### src/rtl/flsts_pkg.sv
package flsts_pkg;

    typedef enum logic [2:0] {
        ST_IDLE,
        ST_PROG,
        ST_EWIN,
        ST_ERASE,
        ST_SUSP,
        ST_FAULT
    } fsm_e;

    localparam int BUS_W = 8;

endpackage

### src/rtl/flsts_win_timer.sv
module flsts_win_timer #(
    parameter int WIN_CYC = 64
) (
    input  logic clk,
    input  logic rst_n,
    input  logic load,
    input  logic run,
    output logic expired
);
    localparam int CW = $clog2(WIN_CYC + 1);

    logic [CW-1:0] cnt_q;

    always_ff @(posedge clk) begin
        if (!rst_n) begin
            cnt_q <= '0;
        end else if (load) begin
            cnt_q <= CW'(WIN_CYC - 1);
        end else if (run && cnt_q != '0) begin
            cnt_q <= cnt_q - 1'b1;
        end
    end

    assign expired = run && !load && (cnt_q == '0);

endmodule

### src/rtl/flsts_erase_map.sv
module flsts_erase_map #(
    parameter int BLK_BITS = 3
) (
    input  logic                clk,
    input  logic                rst_n,
    input  logic                first,
    input  logic                add,
    input  logic                set_all,
    input  logic [BLK_BITS-1:0] cmd_blk,
    input  logic [BLK_BITS-1:0] rd_blk,
    output logic                hit
);
    localparam int NBLK = 1 << BLK_BITS;

    logic [NBLK-1:0] sel_q;

    for (genvar b = 0; b < NBLK; b++) begin : g_blk
        logic match;
        assign match = (cmd_blk == BLK_BITS'(b));
        always_ff @(posedge clk) begin
            if (!rst_n) begin
                sel_q[b] <= 1'b0;
            end else if (set_all) begin
                sel_q[b] <= 1'b1;
            end else if (first) begin
                sel_q[b] <= match;
            end else if (add && match) begin
                sel_q[b] <= 1'b1;
            end
        end
    end

    assign hit = sel_q[rd_blk];

endmodule

### src/rtl/flsts_toggle.sv
module flsts_toggle (
    input  logic clk,
    input  logic rst_n,
    input  logic flip,
    output logic q
);
    always_ff @(posedge clk) begin
        if (!rst_n) begin
            q <= 1'b0;
        end else if (flip) begin
            q <= ~q;
        end
    end
endmodule

### src/rtl/flash_status_unit.sv
module flash_status_unit
    import flsts_pkg::*;
#(
    parameter int BLK_BITS = 3,
    parameter int WIN_CYC  = 64
) (
    input  logic                clk,
    input  logic                rst_n,
    input  logic                cmd_prog,
    input  logic                prog_d7,
    input  logic                cmd_blk_erase,
    input  logic [BLK_BITS-1:0] cmd_blk,
    input  logic                cmd_chip_erase,
    input  logic                cmd_suspend,
    input  logic                cmd_resume,
    input  logic                cmd_reset,
    input  logic                op_done,
    input  logic                op_fail,
    input  logic                rd_stb,
    input  logic [BLK_BITS-1:0] rd_blk,
    input  logic [7:0]          arr_data,
    output logic [7:0]          dq
);
    fsm_e st_q, st_d;

    logic             pd7_q;
    logic             ers_q;
    logic             chip_q;
    logic             rd_q;
    logic [BUS_W-1:0] dq_q, stat_d;

    logic rd_edge;
    logic go_prog, go_blk_first, go_blk_add, go_chip;
    logic win_exp, hit;
    logic t6_q, t2_q, f6, f2, n6, n2;

    assign rd_edge      = rd_stb && !rd_q;
    assign go_prog      = (st_q == ST_IDLE) && cmd_prog;
    assign go_blk_first = (st_q == ST_IDLE) && !cmd_prog && cmd_blk_erase;
    assign go_chip      = (st_q == ST_IDLE) && !cmd_prog && !cmd_blk_erase && cmd_chip_erase;
    assign go_blk_add   = (st_q == ST_EWIN) && cmd_blk_erase;

    flsts_win_timer #(
        .WIN_CYC (WIN_CYC)
    ) u_win (
        .clk     (clk),
        .rst_n   (rst_n),
        .load    (go_blk_first || go_blk_add),
        .run     (st_q == ST_EWIN),
        .expired (win_exp)
    );

    flsts_erase_map #(
        .BLK_BITS (BLK_BITS)
    ) u_map (
        .clk     (clk),
        .rst_n   (rst_n),
        .first   (go_blk_first),
        .add     (go_blk_add),
        .set_all (go_chip),
        .cmd_blk (cmd_blk),
        .rd_blk  (rd_blk),
        .hit     (hit)
    );

    // Toggle qualification: bit 6 follows any running or failed operation,
    // bit 2 only reads that land in the erase set.
    always_comb begin
        f6 = 1'b0;
        f2 = 1'b0;
        unique case (st_q)
            ST_IDLE:  begin f6 = 1'b0;    f2 = 1'b0;           end
            ST_PROG:  begin f6 = rd_edge; f2 = 1'b0;           end
            ST_EWIN:  begin f6 = rd_edge; f2 = rd_edge && hit; end
            ST_ERASE: begin f6 = rd_edge; f2 = rd_edge && hit; end
            ST_SUSP:  begin f6 = 1'b0;    f2 = rd_edge && hit; end
            ST_FAULT: begin f6 = rd_edge; f2 = rd_edge && hit && ers_q; end
            default:  begin f6 = 1'b0;    f2 = 1'b0;           end
        endcase
    end

    flsts_toggle u_t6 (.clk(clk), .rst_n(rst_n), .flip(f6), .q(t6_q));
    flsts_toggle u_t2 (.clk(clk), .rst_n(rst_n), .flip(f2), .q(t2_q));

    assign n6 = t6_q ^ f6;
    assign n2 = t2_q ^ f2;

    // Next-state logic
    always_comb begin
        st_d = st_q;
        unique case (st_q)
            ST_IDLE: begin
                if (go_prog)           st_d = ST_PROG;
                else if (go_blk_first) st_d = ST_EWIN;
                else if (go_chip)      st_d = ST_ERASE;
            end
            ST_PROG: begin
                if (op_fail)      st_d = ST_FAULT;
                else if (op_done) st_d = ST_IDLE;
            end
            ST_EWIN: begin
                if (win_exp) st_d = ST_ERASE;
            end
            ST_ERASE: begin
                if (op_fail)                      st_d = ST_FAULT;
                else if (op_done)                 st_d = ST_IDLE;
                else if (cmd_suspend && !chip_q)  st_d = ST_SUSP;
            end
            ST_SUSP: begin
                if (cmd_resume) st_d = ST_ERASE;
            end
            ST_FAULT: begin
                if (cmd_reset) st_d = ST_IDLE;
            end
            default: st_d = ST_IDLE;
        endcase
    end

    // State and context registers
    always_ff @(posedge clk) begin
        if (!rst_n) begin
            st_q   <= ST_IDLE;
            pd7_q  <= 1'b0;
            ers_q  <= 1'b0;
            chip_q <= 1'b0;
            rd_q   <= 1'b0;
        end else begin
            st_q <= st_d;
            rd_q <= rd_stb;
            if (go_prog) begin
                pd7_q <= prog_d7;
                ers_q <= 1'b0;
            end
            if (go_blk_first) begin
                ers_q  <= 1'b1;
                chip_q <= 1'b0;
            end
            if (go_chip) begin
                ers_q  <= 1'b1;
                chip_q <= 1'b1;
            end
        end
    end

    // Status byte assembly
    always_comb begin
        stat_d = arr_data;
        unique case (st_q)
            ST_IDLE:  stat_d = arr_data;
            ST_PROG:  stat_d = {~pd7_q, n6, 1'b0, 1'b0, 1'b0, n2, 2'b00};
            ST_EWIN:  stat_d = {1'b0,   n6, 1'b0, 1'b0, 1'b0, n2, 2'b00};
            ST_ERASE: stat_d = {1'b0,   n6, 1'b0, 1'b0, 1'b1, n2, 2'b00};
            ST_SUSP:  stat_d = hit ? {1'b1, n6, 1'b0, 1'b0, 1'b1, n2, 2'b00} : arr_data;
            ST_FAULT: stat_d = {(ers_q ? 1'b0 : ~pd7_q), n6, 1'b1, 1'b0, ers_q, n2, 2'b00};
            default:  stat_d = arr_data;
        endcase
    end

    always_ff @(posedge clk) begin
        if (!rst_n) begin
            dq_q <= '0;
        end else if (rd_edge) begin
            dq_q <= stat_d;
        end
    end

    assign dq = dq_q;

endmodule

### config.mk
export PLATFORM = sky130hd
export DESIGN_NAME = flash_status_unit
export DESIGN_NICKNAME = d
export VERILOG_FILES = /design/src/rtl/flsts_pkg.sv /design/src/rtl/flsts_win_timer.sv /design/src/rtl/flsts_erase_map.sv /design/src/rtl/flsts_toggle.sv /design/src/rtl/flash_status_unit.sv
export SDC_FILE = /design/constraint.sdc
export NUM_CORES = 1
export LEC_CHECK = 0
export BUFFER_PORTS_ARGS = -buffer_cell sky130_fd_sc_hd__buf_2
export CAP_MARGIN = 20
export CORE_MARGIN = 3
export CORE_UTILIZATION = 45
export CTS_CLUSTER_SIZE = 20
export DETAILED_ROUTE_END_ITERATION = 8
export GPL_ROUTABILITY_DRIVEN = 0
export PLACE_DENSITY_LB_ADDON = 0.08
export SLEW_MARGIN = 20
export SYNTH_ARGS = -nofsm -noshare
export SYNTH_HDL_FRONTEND = slang
export SYNTH_HIERARCHICAL = 1
export SYNTH_SLANG_ARGS = --single-unit
### constraint.sdc
create_clock -name clk -period 2.4 [get_ports clk]
set_clock_uncertainty 0.15 [all_clocks]
set_input_delay 0.36 -clock clk [delete_from_list [all_inputs] [get_ports clk]]
set_output_delay 0.36 -clock clk [all_outputs]
set_load 0.01 [all_outputs]
==> out/qor.yml <==
first_global_vias: 1696
grt.total_usage_pct: 18.6
reg2reg_from: "st_q[2]"
synth_cells: 241
r2r_setup_slack_ns: 0.16
synth_edf_count: 0
drive_gt1_share_pct: 27.0
rows: 24
r2r_cells: 5
layout_commonest_cell: "buf_2"
final_cells: 334
cts_root_buf: "clkbuf_8"
synth_seq_cells: 32
holdPathEnd: "rd_q"
wirelength_mm: 4.87
path_cells: "nand2b_1 -> nor2_1 -> or4b_1 -> a2111oi_0 -> o31a_1"
grt_pass1_wl_mm: 7.87
yosys.area_share.simple_pct: 29.4
yosysTopAreaCell: "dfxtp_1"
min_period_ns: 2.24
netlist_top_cells_area: "dfxtp_1 (31%), a21oi_1 (3.6%), a221oi_2 (2.9%)"
clock.fmax_ghz: 0.447
finalSetupViolations: 0
ioPinCount: 34
cp.required_ns: 2.48
path_clk_slew_ns: 0.07
finalMaxSlewViolations: 0
slew_headroom_pct: 70.7
cts_buffers: 5
die_h_um: 73.8
clock_latency_ns: 0.28
setup_ws_ns: 0.162
htreeDepth: 2
synth_top_area_share_pct: 30.9
yosysWarnings: 6
dieArea_mm2: 0.00545
overflow: 0
min_path_cells: 2
holdBufCountCts: 0
synth.distinct_cells: 59
drc: 0
synth_ff_type: "dfxtp_1"
syn-num-nets: 270
grt_start_max_net_pins: 17
synthMuxAreaShare_pct: 4.71
cts_setup_buffers: 0
nets: 310
final_cell_mix: "buf_2 (33), dfxtp_1 (32), buf_4 (17)"
core_mm2: 0.00438
ir_worst_vdd_uv: 466
routedWlPerCell_um: 14.6
tns_ns: 0
synth_top_family_by_area: "simple AND/OR/NAND/NOR gates"
place_hpwl_mm: 3.43
pre_cts_slack_ns: 0.0998
placed_cells: 326
worst_pin_slew_ns: 0.439
grt_antenna_before_repair: 0
cts.sinks: 32
rsz0062_at_grt: "false"
cts_tree: "done"
syn-cell-area_mm2: 0.00207
post-route-period-util_pct: 93.3
nFillCells: 436
multi_input_area_mm2: 0.00130
n_antenna_cell: 0
io_buffer_count: 33
regArea_um2: 641
hold_viol: 0
cts_resized: 0
dr_total_vias: 1944
via_per_inst: 5.82
first_iter_violations: 124
worst_setup_path_end_kind: "flip-flop"
synth-compound-area-share_pct: 25.7
path_max_fanout: 11
syn_to_final_growth_pct: 17.5
maxCapViolCount: 0
synth_xor_area_share_pct: 0.846
slowest_stage: "or4b_1"
critPathArrivalTime_ns: 2.31
r2r_end: "u_win/cnt_q[5]"
ys_seq_area_share_pct: 30.9
p_leak_nw: 0.975
final_antenna_net_count: 0
start_util_pct: 47.2
die_x_um: 73.8
synthAdderAreaFrac_pct: 1.81
synth_area_per_cell_um2: 8.59
cts_max_path_buffers: 2
worstSetupPathType: "flip-flop to flip-flop"
worst_path_largest_cell_delay_ns: 0.53
min_from: "rd_stb"
status: "completed"
cp-start-kind: "flip-flop"
power_density_mw_per_mm2: 1080
hold_path.class: "input pin to flip-flop"
drt-pass1-iter-count: 4
async_flop_share_pct: 0
[per-stage QoR]
step | util, % | total power, mW | hold slack, ns | area, um^2
after floorplan | - | 1.82 | 0.286 | 2080
after global placement | 53.4 | 2.19 | 0.287 | 2340
after detailed placement | 53.4 | 2.19 | 0.290 | 2340
after CTS | 55.5 | 2.63 | 0.139 | 2430
after global routing | 55.5 | 2.85 | 0.162 | 2430
final | 55.5 | 2.62 | 0.146 | 2430
[registers in the layout (all words and copies together), names as in the netlist]
register	count
pd7_q	1
u_t2/q	1
rd_q	1
u_win/cnt_q	7
dq	8
st_q	3
u_map/sel_q	8
u_t6/q	1
ers_q	1
chip_q	1
[how the worst max path moves through the flow]
stage                      to  slack, ns       from
5_1_grt        u_win/cnt_q[5]       0.02    st_q[2]
3_5_place_dp            dq[6]        0.1  rd_blk[0]
4_1_cts        u_win/cnt_q[5]       0.15    st_q[2]
2_1_floorplan         st_q[1]      0.004    st_q[1]
3_3_place_gp            dq[6]       0.12  rd_blk[0]
6_report       u_win/cnt_q[5]       0.16    st_q[2]
[critical path, delay by kind of cell (launching register included)]
family	cells	cell delay [ns]
and+or+nand+nor	3	0.98
AOI/OAI and AO/OA	2	0.61
DFF	1	0.44
[cell type report]
cell class                      count  share of cell area [%]
Sequential cell                    32                    26.3
Timing Repair Buffer               50                    12.0
Clock inverter                      2                   0.411
Tap cell                           52                    2.67
Inverter                           11                    1.70
Multi-Input combinational cell    181                    53.5
Clock buffer                        6                    3.39
[metal layers]
layer	global-route usage [%]	wire length, um	vias to the layer above
li1	-	-	994
met3	4.65	247	6
met1	24.2	2270	889
met5	0	0	-
met4	5.43	55	0
met2	30.0	2290	55
[cells in the mapped netlist, types with 6 or more instances]
cell type   n
nand3_1    10
o21ai_0    11
nor3_1     10
a21oi_1    15
nor2b_1     8
inv_1      11
nor2_1     12
nand2_1    14
nand3b_1    6
dfxtp_1    32
buf_2       8
[report_power, final]
group	switching, mW	internal (mW)
logic	0.709	0.650
registers	0.147	0.678
clock network	0.205	0.229
total	1.06	1.56
[cells by family after synthesis]
logic type,count (synthesis)
AND/OR/NAND/NOR,100
multiplexers,7
adder cells (fa/ha/maj),3
XOR/XNOR,2
flip-flops,32
AO/OA/AOI/OAI,69
buffers and inverters,28
Power figures use the tool's default switching activity.
